<file path="src/rtl/edge_bit_rx_pkg.sv">
package edge_bit_rx_pkg;

  typedef enum logic [1:0] {
    RX_IDLE = 2'd0,
    RX_WAIT = 2'd1,
    RX_RECV = 2'd2
  } rx_state_e;

  // True when a count lies strictly between the two bounds.
  function automatic logic in_open_band(input int unsigned value,
                                        input int unsigned lo,
                                        input int unsigned hi);
    return (value > lo) && (value < hi);
  endfunction

endpackage

</file>
<file path="src/rtl/ebr_sync.sv">
module ebr_sync #(
  parameter int STAGES = 2
) (
  input  logic clk,
  input  logic rst_n,
  input  logic async_i,
  output logic level_o,
  output logic edge_o
);

  logic [STAGES-1:0] chain_q, chain_d;
  logic              last_q, last_d;

  always_comb begin
    chain_d = {chain_q[STAGES-2:0], async_i};
    last_d  = chain_q[STAGES-1];
  end

  always_ff @(posedge clk or negedge rst_n) begin
    if (!rst_n) begin
      chain_q <= '0;
      last_q  <= 1'b0;
    end else begin
      chain_q <= chain_d;
      last_q  <= last_d;
    end
  end

  assign level_o = chain_q[STAGES-1];
  assign edge_o  = chain_q[STAGES-1] ^ last_q;

endmodule

</file>
<file path="src/rtl/ebr_timer.sv">
module ebr_timer #(
  parameter int TICK_DIV   = 1,
  parameter int WAIT_TICKS = 490,
  parameter int BIT_TICKS  = 150
) (
  input  logic clk,
  input  logic rst_n,
  input  logic clr_i,
  input  logic phase_bit_i,
  output logic expire_o
);

  localparam int LONGEST = (WAIT_TICKS > BIT_TICKS) ? WAIT_TICKS : BIT_TICKS;
  localparam int TMR_W   = $clog2(LONGEST);

  logic             tick;
  logic [TMR_W-1:0] tcnt_q, tcnt_d;
  logic [TMR_W-1:0] limit;

  generate
    if (TICK_DIV <= 1) begin : g_no_prescale
      assign tick = 1'b1;
    end else begin : g_prescale
      localparam int PRE_W = $clog2(TICK_DIV);
      logic [PRE_W-1:0] pre_q, pre_d;
      logic             pre_wrap;

      assign pre_wrap = (pre_q == PRE_W'(TICK_DIV - 1));

      always_comb begin
        if (clr_i)         pre_d = '0;
        else if (pre_wrap) pre_d = '0;
        else               pre_d = pre_q + PRE_W'(1);
      end

      always_ff @(posedge clk or negedge rst_n) begin
        if (!rst_n) pre_q <= '0;
        else        pre_q <= pre_d;
      end

      assign tick = pre_wrap;
    end
  endgenerate

  assign limit    = phase_bit_i ? TMR_W'(BIT_TICKS - 1) : TMR_W'(WAIT_TICKS - 1);
  assign expire_o = !clr_i && tick && (tcnt_q == limit);

  always_comb begin
    tcnt_d = tcnt_q;
    if (clr_i)         tcnt_d = '0;
    else if (expire_o) tcnt_d = '0;
    else if (tick)     tcnt_d = tcnt_q + TMR_W'(1);
  end

  always_ff @(posedge clk or negedge rst_n) begin
    if (!rst_n) tcnt_q <= '0;
    else        tcnt_q <= tcnt_d;
  end

endmodule

</file>
<file path="src/rtl/ebr_edge_cnt.sv">
module ebr_edge_cnt
  import edge_bit_rx_pkg::*;
#(
  parameter int LO_EDGES = 20,
  parameter int HI_EDGES = 60,
  parameter int CNT_W    = $clog2(HI_EDGES + 1)
) (
  input  logic clk,
  input  logic rst_n,
  input  logic en_i,
  input  logic edge_i,
  input  logic close_i,
  output logic bit_o
);

  localparam logic [CNT_W-1:0] CNT_MAX = {CNT_W{1'b1}};

  logic [CNT_W-1:0] cnt_q, cnt_d, cnt_inc;

  // Count including this cycle's edge, held at the all-ones value.
  always_comb begin
    cnt_inc = cnt_q;
    if (en_i && edge_i && (cnt_q != CNT_MAX)) cnt_inc = cnt_q + CNT_W'(1);
  end

  always_comb begin
    if (!en_i || close_i) cnt_d = '0;
    else                  cnt_d = cnt_inc;
  end

  always_ff @(posedge clk or negedge rst_n) begin
    if (!rst_n) cnt_q <= '0;
    else        cnt_q <= cnt_d;
  end

  assign bit_o = in_open_band(int'(cnt_inc), LO_EDGES, HI_EDGES);

endmodule

</file>
<file path="src/rtl/edge_bit_rx.sv">
module edge_bit_rx
  import edge_bit_rx_pkg::*;
#(
  parameter int  MAX_BITS    = 16,
  parameter int  TICK_DIV    = 1,
  parameter int  WAIT_TICKS  = 490,
  parameter int  BIT_TICKS   = 150,
  parameter int  LO_EDGES    = 20,
  parameter int  HI_EDGES    = 60,
  parameter int  SYNC_STAGES = 2,
  localparam int LEN_W       = $clog2(MAX_BITS + 1)
) (
  input  logic                clk,
  input  logic                rst_n,
  input  logic                frame_end_i,
  input  logic [LEN_W-1:0]    nbits_i,
  input  logic                crypt_en_i,
  input  logic [MAX_BITS-1:0] keystream_i,
  input  logic                rx_level_i,
  output logic                busy_o,
  output logic                valid_o,
  output logic [MAX_BITS-1:0] data_o
);

  localparam int IDX_W = $clog2(MAX_BITS);
  localparam int CNT_W = $clog2(HI_EDGES + 1);

  rx_state_e           state_q, state_d;
  logic [LEN_W-1:0]    len_q, len_d;
  logic                crypt_q, crypt_d;
  logic [MAX_BITS-1:0] ks_q, ks_d;
  logic [IDX_W-1:0]    idx_q, idx_d;
  logic [MAX_BITS-1:0] raw_q, raw_d;
  logic [MAX_BITS-1:0] data_q, data_d;
  logic                valid_q, valid_d;

  logic                len_ok, arm;
  logic [MAX_BITS-1:0] len_mask;
  logic                sync_level, sync_edge;
  logic                expire, win_bit, last_win;
  logic                tmr_clr, in_recv;

  // Input synchroniser and edge detector
  ebr_sync #(.STAGES(SYNC_STAGES)) u_sync (
    .clk     (clk),
    .rst_n   (rst_n),
    .async_i (rx_level_i),
    .level_o (sync_level),
    .edge_o  (sync_edge)
  );

  // Wait delay and bit windows
  ebr_timer #(
    .TICK_DIV   (TICK_DIV),
    .WAIT_TICKS (WAIT_TICKS),
    .BIT_TICKS  (BIT_TICKS)
  ) u_timer (
    .clk         (clk),
    .rst_n       (rst_n),
    .clr_i       (tmr_clr),
    .phase_bit_i (in_recv),
    .expire_o    (expire)
  );

  // Per-window edge count and bit decision
  ebr_edge_cnt #(
    .LO_EDGES (LO_EDGES),
    .HI_EDGES (HI_EDGES),
    .CNT_W    (CNT_W)
  ) u_cnt (
    .clk     (clk),
    .rst_n   (rst_n),
    .en_i    (in_recv),
    .edge_i  (sync_edge),
    .close_i (expire),
    .bit_o   (win_bit)
  );

  generate
    for (genvar gi = 0; gi < MAX_BITS; gi++) begin : g_mask
      assign len_mask[gi] = (LEN_W'(gi) < nbits_i);
    end
  endgenerate

  assign len_ok   = (nbits_i != '0) && (nbits_i <= LEN_W'(MAX_BITS));
  assign arm      = frame_end_i && (state_q == RX_IDLE) && len_ok;
  assign in_recv  = (state_q == RX_RECV);
  assign tmr_clr  = arm || (state_q == RX_IDLE);
  assign last_win = (LEN_W'(idx_q) == (len_q - LEN_W'(1)));

  always_comb begin
    state_d = state_q;
    len_d   = len_q;
    crypt_d = crypt_q;
    ks_d    = ks_q;
    idx_d   = idx_q;
    raw_d   = raw_q;
    data_d  = data_q;
    valid_d = 1'b0;
    unique case (state_q)
      RX_IDLE: begin
        if (arm) begin
          state_d = RX_WAIT;
          len_d   = nbits_i;
          crypt_d = crypt_en_i;
          ks_d    = keystream_i & len_mask;
          idx_d   = '0;
          raw_d   = '0;
        end
      end
      RX_WAIT: begin
        if (expire) state_d = RX_RECV;
      end
      RX_RECV: begin
        if (expire) begin
          raw_d[idx_q] = win_bit;
          if (last_win) begin
            state_d = RX_IDLE;
            valid_d = 1'b1;
            data_d  = crypt_q ? (raw_d ^ ks_q) : raw_d;
          end else begin
            idx_d = idx_q + IDX_W'(1);
          end
        end
      end
      default: state_d = RX_IDLE;
    endcase
  end

  always_ff @(posedge clk or negedge rst_n) begin
    if (!rst_n) begin
      state_q <= RX_IDLE;
      len_q   <= '0;
      crypt_q <= 1'b0;
      ks_q    <= '0;
      idx_q   <= '0;
      raw_q   <= '0;
      data_q  <= '0;
      valid_q <= 1'b0;
    end else begin
      state_q <= state_d;
      valid_q <= valid_d;
      if (arm) begin
        len_q   <= len_d;
        crypt_q <= crypt_d;
        ks_q    <= ks_d;
      end
      if (arm || (in_recv && expire)) begin
        idx_q <= idx_d;
        raw_q <= raw_d;
      end
      if (valid_d) data_q <= data_d;
    end
  end

  assign busy_o  = (state_q != RX_IDLE);
  assign valid_o = valid_q;
  assign data_o  = data_q;

  logic unused_level;
  assign unused_level = sync_level;

endmodule

</file>
<file path="config.mk">
export PLATFORM = sky130hd
export DESIGN_NAME = edge_bit_rx
export DESIGN_NICKNAME = d
export VERILOG_FILES = /design/src/rtl/edge_bit_rx_pkg.sv /design/src/rtl/ebr_sync.sv /design/src/rtl/ebr_timer.sv /design/src/rtl/ebr_edge_cnt.sv /design/src/rtl/edge_bit_rx.sv
export SDC_FILE = /design/constraint.sdc
export NUM_CORES = 1
export LEC_CHECK = 0
export BUFFER_PORTS_ARGS = -buffer_cell sky130_fd_sc_hd__buf_2
export CAP_MARGIN = 20
export CORE_ASPECT_RATIO = 0.9
export CORE_UTILIZATION = 45
export CTS_BUF_LIST = sky130_fd_sc_hd__clkbuf_16
export DETAILED_ROUTE_END_ITERATION = 10
export RECOVER_POWER = 50
export SKIP_LAST_GASP = 1
export SLEW_MARGIN = 20
export SYNTH_ARGS = -nofsm -noshare
export SYNTH_HDL_FRONTEND = slang
export SYNTH_SLANG_ARGS = --single-unit
</file>
<file path="constraint.sdc">
create_clock -name clk -period 5.9 [get_ports clk]
set_input_delay 0.59 -clock clk [delete_from_list [all_inputs] [get_ports clk]]
set_output_delay 0.59 -clock clk [all_outputs]
set_load 0.005 [all_outputs]
</file>
==> results of run 1 <==
-- per-layer routing --
layer,up-vias,routed length [um]
met3,15,586
met4,0,142
met1,1908,5690
met5,-,0
met2,139,5100
li1,2013,-
-- worst max-delay path: cells and delay by family, from the launching register on --
kind,cells,cell delay (ns)
flops,1,0.43
buf+inv,1,0.40
simple gates,3,1.12
compound gates,2,0.85
mux,1,0.40
-- metrics by stage --
step,cell area [um^2],utilization [%],hold WS [ns]
after global routing,5220,52.6,0.347
after floorplan,4690,-,0.294
after global placement,4940,49.9,0.353
after CTS,5210,52.6,0.343
after detailed placement,4940,49.9,0.350
final,5220,52.6,0.278
-- power by group through the flow --
stage / clock network [mW] / logic [mW] / registers [mW]
after global routing: 0.539 / 0.0379 / 0.543
after floorplan: 0 / 0.0112 / 0.554
after global placement: 0 / 0.0328 / 0.553
after CTS: 0.517 / 0.0336 / 0.544
after detailed placement: 0 / 0.0336 / 0.554
final: 0.502 / 0.0330 / 0.544
-- layout make-up --
type | instances | area (um^2) | share of cell area [%]
Timing Repair Buffer | 47 | 249 | 4.77
Multi-Input combinational cell | 418 | 2530 | 48.5
Clock buffer | 9 | 225 | 4.32
Sequential cell | 79 | 1980 | 37.9
Inverter | 10 | 37.5 | 0.720
Tap cell | 126 | 158 | 3.02
Clock inverter | 7 | 41.3 | 0.792
-- worst paths after layout --
path                                             start  slack (ns)                           to  cells past startpoint
setup / recovery                state_q[0]$_DFFE_PN0P_        2.54        data_o[4]$_DFFE_PN0P_                      7
hold reg to reg            u_sync.chain_q[0]$_DFF_PN0_        0.36  u_sync.chain_q[1]$_DFF_PN0_                      0
max in group asynchronous                        rst_n        5.12         len_q[3]$_DFFE_PN0P_                      1
hold / removal                                   rst_n        0.28            valid_o$_DFF_PN0_                      1
min in group clk                            rx_level_i        0.36  u_sync.chain_q[0]$_DFF_PN0_                      1
setup reg to reg                state_q[0]$_DFFE_PN0P_        2.54        data_o[4]$_DFFE_PN0P_                      7
-- kinds of logic (layout without fill, tap and decap cells) --
family	after synthesis	after routing	synth area share, %
buffers and inverters	47	73	4.19
xor gates and xnor gates	18	18	3.36
adders and majority gates	8	8	2.13
DFF	79	79	42.1
muxes	4	4	0.854
AOI/OAI and AO/OA	145	145	21.7
and+or+nand+nor	243	243	25.7
-- flip-flops by register name (all words and copies together), names as in the netlist --
register,cells
state_q,2
u_sync.chain_q,2
raw_q,16
len_q,5
crypt_q,1
valid_o,1
idx_q,4
data_o,16
ks_q,16
u_timer.tcnt_q,9
u_sync.last_q,1
u_cnt.cnt_q,6
-- cell usage after synthesis (all sizes together), types with 2 or more instances --
cell    count
nand2b      4
xor2        9
o21ai      44
mux2i       4
nor2b       3
and2       14
o211ai     17
nor3b       2
or3        18
nand4       4
buf         6
a21oi      20
nor2       40
nor3        4
clkbuf     31
o21a        2
a211o       2
and3        7
or4         2
nor4       20
o31ai      35
dfrtp      79
nand2      77
inv        10
xnor2       9
nand3      45
a211oi     18
ha          8
==> qor.yml, run 1 <==
ant_nets: 0
cts-root-buf: "clkbuf_16"
grtUsageMet2_pct: 33.4
antenna_found_initial: 0
cts_buffer_depth: 2
antenna_cells: 0
grt_use_total_pct: 23.0
netlist_instances: 544
stdcell_count: 696
post_cts_buffers: 0
seqPwrFrac_pct: 50.4
drt_iter0_drc: 312
drc: 0
first_pass_iters: 7
cts_tree: "yes"
die_y_um: 98.9
grt_max_degree: 80
crit_chain: "nand2b_4 > nor4_4 > mux2i_1 > o311a_1 > or3_1 > buf_4 > o211ai_1"
die_x_um: 110
first_global_vias: 3744
total_leakage_power_nw: 2.16
cp_slowest_cell: "o311a_1"
setup_viol: 0
combPwrFrac_pct: 3.1
yosys.cell_types.count: 46
worst_slack_ns: 2.54
ctsHoldBuffers: 0
io_buffers: 43
yosysTopAreaCellShare_pct: 42.1
rsz0062_at_grt: "false"
yosys_warnings: 0
cts_max_level: 3
rows: 34
p_int_uw: 835
wl_per_cell_um: 16.5
cap_violations: 0
setup-tns-final_ns: 0
grt_remaining_overflow: 0
synth_enable_flop_cells: 0
cp.required_ns: 6.10
gp_congestion: 0.822
yosysTopAreaCell: "dfrtp_1"
synthTopCellsByArea: "dfrtp_1 (42%), nand2_1 (6.2%), nand3_1 (4.8%), o21ai_0 (4.7%), o31ai_2 (3.7%)"
route.vias.total: 4075
grt_pass1_wl_mm: 19.2
irDropWorstVdd_mv: 0.183
finalWirelength_mm: 11.5
layout_common_cells: "dfrtp_1 (79), nand2_1 (76), o21ai_0 (44), nand3_1 (44)"
path_max_fanout: 20
worst_ep_arrival_time_ns: 3.56
p_per_area_nw_per_um2: 207
tightest_slew_ns: 1.06
initial_core_util_pct: 47.3
power.clock.fraction_pct: 46.5
hpwlAfterDp_mm: 7.71
core_um2: 9910
via_per_inst: 5.85
swShare_pct: 22.6
slew_headroom_pct: 29.4
clk_pin_slew_worst_paths_ns: 0.06
synth-main-ff-cell: "dfrtp_1"
layout-drive-gt1-share_pct: 14.7
clock.fmax_ghz: 0.297
hold_path_class: "primary input to asynchronous set/reset pin"
min_period_over_period_pct: 57.0
grt_most_used_layer: "met1"
dp_slack_ns: 2.56
final_common_cell: "dfrtp_1"
cts_sinks: 79
total_power_mw: 1.08
synth.avg_cell_area_um2: 8.62
critPathMaxStageDelay_ns: 0.70
final_max_slew_viol_count: 0
insertion_delay_ns: 0.34
status: "complete, no violations"
path_class: "flop to flop"
numCtsBuffers: 9
hold_violations: 0
skew_ns: 0.00566
cts.repair.resized: 0
fin_crit_ns: 3.36
p_switching_uw: 244
ioPinCount: 44
syn_nets: 578
dp_cells: 680
end_kind: "flop"
final_nets: 599
grtUsageMet1_pct: 34.2
synthToLayoutAreaGrowth_pct: 11.2
async_flop_share_pct: 100
cp-start-kind: "flop"
num-fill-cells: 942
syn_area_um2: 4690
synth.yosys.seq_area_share_pct: 42.1
synth-seq-cells: 79
dieArea_um2: 10800
use_met3_pct: 4.50
No activity file was read; power rests on OpenSTA's default activity.
==> inputs of run 2 (changes only) <==
--- a/config.mk
+++ b/config.mk
@@ -11,6 +11,7 @@
 export CORE_UTILIZATION = 45
 export CTS_BUF_LIST = sky130_fd_sc_hd__clkbuf_16
 export DETAILED_ROUTE_END_ITERATION = 10
+export PLACE_DENSITY = 0.66
 export RECOVER_POWER = 50
 export SKIP_LAST_GASP = 1
 export SLEW_MARGIN = 20
==> constraint.sdc (replaced) <==
create_clock -name clk -period 2.85 [get_ports clk]
set_input_delay 0.285 -clock clk [delete_from_list [all_inputs] [get_ports clk]]
set_output_delay 0.285 -clock clk [all_outputs]
set_load 0.005 [all_outputs]
==> run 2 against run 1 <==
The flow now finishes with violations (max-capacitance violations, max-slew violations). Hold slack worse by 0.22 ns. Wire length increased by 1.3%. Cell area is 1.7% higher. Die area stayed put. Critical path depth up 1. Register-to-register slack worse by 2.2 ns. Utilization is 0.87 points higher. Clock skew is 0.0049 ns higher. Via count rose by 2.5%. Non-clock buffer count is 8 higher. Worst setup slack got worse by 2.2 ns. First-iteration DRC count rose by 17%. Critical endpoint is now raw_q[0]$_DFFE_PN0P_. Largest cell class unchanged. Largest power group is now the clock network.
==> qor.yml, run 2 (same netlist as run 1, synthesis figures left out) <==
die_y_um: 98.9  # unchanged
cts_sinks: 79  # unchanged
cts.repair.resized: 0  # unchanged
worst_ep_arrival_time_ns: 2.71  # -0.85 ns
rsz0062_at_grt: "false"
clock.fmax_ghz: 0.404  # +36%
ioPinCount: 44  # unchanged
layout-drive-gt1-share_pct: 15.7  # +1.0 points
antenna_cells: 0  # unchanged
final_common_cell: "dfrtp_1"
hold_path_class: "primary input to flop"
layout_common_cells: "dfrtp_1 (79), nand2_1 (76), nand3_1 (45), o21ai_0 (44)"
cts_max_level: 3  # unchanged
wl_met2_mm: 5.14  # +0.88%
finalWirelength_mm: 11.7  # +1.3%
drc: 0  # unchanged
cp_slowest_cell: "dfrtp_1"
min_period_over_period_pct: 86.9  # +30 points
p_per_area_nw_per_um2: 447  # +120%
route.vias.total: 4175  # +2.5%
antenna_found_initial: 0  # unchanged
highest_layer: "met4"
rows: 34  # unchanged
cp.required_ns: 3.08  # -3.02 ns
synthToLayoutAreaGrowth_pct: 13.0
grt_pass1_wl_mm: 19.7  # +2.7%
fin_crit_ns: 2.48  # -0.886 ns
cts_tree: "yes"
skew_ns: 0.0105  # +0.00486 ns
whs_ns: 0.0608  # -0.217 ns
irDropWorstVdd_mv: 0.263  # +44%
first_global_vias: 3805  # +1.6%
hold_start: "rx_level_i"
hpwlAfterDp_mm: 7.67  # -0.55%
status: "finished with violations"
wl_per_cell_um: 16.6  # +0.19%
wirelength_met1_mm: 5.67  # -0.32%
critPathMaxStageDelay_ns: 0.42  # -0.28 ns
path_class: "flop to flop"
via_per_inst: 5.93  # +1.3%
ant_nets: 0  # unchanged
drt_iter0_drc: 365  # +17%
total_leakage_power_nw: 2.22  # +2.5%
hold_violations: 0  # unchanged
path_max_fanout: 32  # +60%
dieArea_um2: 10800  # unchanged
post_cts_buffers: 0  # unchanged
final_nets: 607  # +1.3%
final_max_slew_viol_count: 80  # +80
numCtsBuffers: 9  # unchanged
cts-root-buf: "clkbuf_16"
cap_violations: 1  # +1
cts_buffer_depth: 2  # unchanged
initial_core_util_pct: 47.3  # unchanged
cp-start-kind: "flop"
core_um2: 9910  # unchanged
worstReg2RegStart: "u_cnt.cnt_q[0]$_DFF_PN0_"
insertion_delay_ns: 0.34  # about the same
worst_slack_ns: 0.372  # -2.16 ns
first_pass_iters: 5  # -2
dpl_cell_area_um2: 5000  # +1.2%
total_power_mw: 2.37  # +120%
failed_checks: "max-capacitance violations, max-slew violations"
slew_headroom_pct: -31.6  # -61 points
tightest_slew_ns: 1.97  # +0.915 ns
die_x_um: 110  # unchanged
end_kind: "flop"
wl_met3_um: 756  # +29%
grt_max_degree: 80  # unchanged
gp_congestion: 0.807  # -1.8%
finalInstanceArea_um2: 5300  # +1.7%
clk_pin_slew_worst_paths_ns: 0.06  # about the same
num-fill-cells: 920  # -2.3%
ctsHoldBuffers: 0  # unchanged
cp-startpoint: "u_cnt.cnt_q[0]$_DFF_PN0_"
grt_remaining_overflow: 0  # unchanged
dp_slack_ns: 0.390  # -2.17 ns
crit_chain: "ha_1 > nand3_1 > o211ai_2 > a21oi_1 > o311a_1 > or3_1 > buf_4 > o31ai_1"
setup_viol: 0  # unchanged
io_buffers: 43  # unchanged
setup-tns-final_ns: 0  # unchanged
grt_use_total_pct: 23.5  # +0.58 points
run 2: cell type report:
type	count	area [um^2]	area share, %
repair buffers	55	303	5.71
clock buffers	9	225	4.25
flip-flops and latches	79	1980	37.3
clock inverters	7	78.8	1.49
inverters	10	37.5	0.708
well taps	126	158	2.97
multi-input cells	418	2520	47.6
run 2: final timing paths:
path | endpoint | slack [ns] | cells after the start
max | raw_q[0]$_DFFE_PN0P_ | 0.37 | 8
min | u_sync.chain_q[0]$_DFF_PN0_ | 0.06 | 1
max reg2reg | raw_q[0]$_DFFE_PN0P_ | 0.37 | 8
min reg2reg | u_sync.chain_q[1]$_DFF_PN0_ | 0.35 | 0
max in group asynchronous | u_sync.chain_q[0]$_DFF_PN0_ | 1.17 | 1
min in group asynchronous | data_o[7]$_DFFE_PN0P_ | 0.50 | 1
run 2: worst max-delay path: cells and delay by family (launching register included):
family          cells  cell delay [ns]
compound gates      4             0.99
fa+ha+maj           1             0.26
buf+inv             1             0.27
flops               1             0.42
simple gates        2             0.43
run 2: per-stage QoR:
stage                     instances  utilization [%]
after floorplan                 544                -
after global placement          688             50.5
after detailed placement        688             50.5
after CTS                       704             53.5
after global routing            704             53.5
final                           704             53.5
run 2: power breakdown:
group,internal [mW],switching (mW),total [mW]
registers,1.12,0.00145,1.12
clock network,0.690,0.490,1.18
logic,0.0219,0.0456,0.0675
run 2: layer usage:
layer / track usage (%) / vias to the layer above
met5: 0 / -
met4: 7.90 / 0
met3: 3.97 / 15
met2: 33.0 / 151
met1: 36.3 / 1980
li1: - / 2029
==> inputs of run 3 (changes only) <==
--- a/config.mk
+++ b/config.mk
@@ -8,6 +8,7 @@
 export BUFFER_PORTS_ARGS = -buffer_cell sky130_fd_sc_hd__buf_2
 export CAP_MARGIN = 20
 export CORE_ASPECT_RATIO = 0.9
+export CORE_MARGIN = 3
 export CORE_UTILIZATION = 45
 export CTS_BUF_LIST = sky130_fd_sc_hd__clkbuf_16
 export DETAILED_ROUTE_END_ITERATION = 10
==> run 3 against run 2 <==
The run still ends with max-capacitance violations, max-slew violations left. Critical path depth did not move. Clock skew fell by 0.0037 ns. Die area rose by 7.8%. Hold slack got worse by 0.0073 ns. Combinational power barely moved. Total power barely moved. Critical path type unchanged.
==> qor.yml, run 3 (same netlist as run 1, synthesis figures left out) <==
end_kind: "flop"
worst_r2r_endpoint: "raw_q[0]$_DFFE_PN0P_"
ctsHoldBuffers: 0  # unchanged
route.vias.total: 4159  # -0.38%
cts_buffer_depth: 2  # unchanged
rows: 34  # unchanged
final_max_slew_viol_count: 80  # unchanged
grt_max_degree: 80  # unchanged
dp_cells: 687  # -0.15%
first_pass_iters: 4  # -1
stdcell_count: 703  # -0.14%
tightest_slew_ns: 1.99  # +0.0173 ns
first_global_vias: 4098  # +7.7%
hold-path-cell-count: 1  # unchanged
die_x_um: 114  # +3.6%
grt_use_total_pct: 21.6  # -1.9 points
gp_congestion: 0.801  # -0.73%
num-fill-cells: 941  # +2.3%
numCtsBuffers: 9  # unchanged
holdPathEnd: "u_sync.chain_q[0]$_DFF_PN0_"
final_common_cell: "dfrtp_1"
ff2ff_path_depth: 8  # unchanged
drt_iter0_drc: 256  # -30%
cts_max_level: 3  # unchanged
worst_ep_arrival_time_ns: 2.71  # about the same
rsz0062_at_grt: "false"
hold_violations: 0  # unchanged
io_buffers: 43  # unchanged
fin_crit_ns: 2.47  # -0.0103 ns
whs_ns: 0.0535  # -0.00731 ns
total_leakage_power_nw: 2.22  # +0.15%
path_class: "flop to flop"
clock.fmax_ghz: 0.405  # +0.42%
ioPinCount: 44  # unchanged
clk_pin_slew_worst_paths_ns: 0.06  # about the same
via_per_inst: 5.92  # -0.24%
cts_tree: "yes"
hold_path_class: "primary input to flop"
cap_violations: 1  # unchanged
status: "finished with violations"
cp.required_ns: 3.09  # about the same
reg2reg_slack_ns: 0.38  # about the same
final_nets: 606  # -0.16%
cts.repair.resized: 0  # unchanged
skew_ns: 0.00680  # -0.00371 ns
dp_slack_ns: 0.390  # +0.000378 ns
setup_viol: 0  # unchanged
min_period_over_period_pct: 86.6  # -0.36 points
die_y_um: 103  # +4.0%
grt_remaining_overflow: 0  # unchanged
initial_core_util_pct: 47.3  # unchanged
slew_headroom_pct: -32.8  # -1.2 points
cp-start-kind: "flop"
finalWirelength_mm: 11.9  # +1.9%
p_per_area_nw_per_um2: 448  # +0.16%
hpwlAfterDp_mm: 7.74  # +0.90%
antenna_cells: 0  # unchanged
setup-tns-final_ns: 0  # unchanged
layout-drive-gt1-share_pct: 15.9  # +0.20 points
insertion_delay_ns: 0.34  # about the same
wl_per_cell_um: 16.9  # +2.0%
antenna_found_initial: 0  # unchanged
dieArea_um2: 11700  # +7.8%
post_cts_buffers: 0  # unchanged
hold_start: "rx_level_i"
irDropWorstVdd_mv: 0.323  # +23%
synthToLayoutAreaGrowth_pct: 12.9  # about the same
layout_common_cells: "dfrtp_1 (79), nand2_1 (76), nand3_1 (45), o21ai_0 (44), buf_2 (42)"
cts-root-buf: "clkbuf_16"
path_max_fanout: 32  # unchanged
worst_slack_ns: 0.383  # +0.0103 ns
failed_checks: "max-capacitance violations, max-slew violations"
drc: 0  # unchanged
ant_nets: 0  # unchanged
grt_pass1_wl_mm: 20.2  # +2.7%
core_um2: 9910  # unchanged
worstReg2RegStart: "u_cnt.cnt_q[0]$_DFF_PN0_"
cts_sinks: 79  # unchanged
-- run 3: critical path, cell delays in order, from the launching register on --
cell     delay [ns]
dfrtp_1        0.42
ha_1           0.25
nand3_1        0.09
nor3_1         0.22
mux2i_1        0.36
nor4_2         0.10
or3_1          0.37
buf_4          0.27
o31ai_1        0.28
-- run 3: per-stage QoR --
stage	total power, mW	utilization (%)	cell area (um^2)
floorplan	1.17	-	4690
global placement	1.21	50.4	5000
detailed placement	1.22	50.4	5000
CTS	2.40	53.5	5300
global route	2.46	53.4	5300
finish	2.37	53.4	5300
-- run 3: how the worst max path moves through the flow --
stage                                  start                endpoint  slack, ns  cells after the start
floorplan               len_q[0]$_DFFE_PN0P_  data_o[10]$_DFFE_PN0P_       0.50                     11
global placement                  nbits_i[1]    raw_q[5]$_DFFE_PN0P_       0.48                      7
detailed placement  u_cnt.cnt_q[0]$_DFF_PN0_    raw_q[0]$_DFFE_PN0P_       0.39                      8
CTS                 u_cnt.cnt_q[0]$_DFF_PN0_    raw_q[0]$_DFFE_PN0P_       0.36                      8
global route        u_cnt.cnt_q[0]$_DFF_PN0_    raw_q[0]$_DFFE_PN0P_       0.15                      8
finish              u_cnt.cnt_q[0]$_DFF_PN0_    raw_q[0]$_DFFE_PN0P_       0.38                      8
-- run 3: metal layers --
metal	share of wire (%)	vias up	track usage, %
li1	-	2026	-
met1	47	1975	29.9
met2	45	140	33.5
met3	6.7	18	5.05
met4	1.8	0	7.76
met5	0	-	0
-- run 3: area by class of cell --
| cell class | instances | area (um^2) | area share (%) |
|---|---|---|---|
| clock inverter | 7 | 78.8 | 1.49 |
| inverter | 10 | 37.5 | 0.709 |
| sequential | 79 | 1980 | 37.3 |
| multi-input combinational | 418 | 2520 | 47.6 |
| tap | 126 | 158 | 2.98 |
| timing repair buffer | 54 | 298 | 5.62 |
| clock buffer | 9 | 225 | 4.25 |
-- run 3: report_power, final --
group	total [mW]	leakage, nW	switching, mW	internal, mW
logic	0.0673	1.10	0.0454	0.0219
registers	1.12	0.978	0.00145	1.12
clock network	1.18	0.146	0.492	0.689
total	2.37	2.22	0.539	1.83
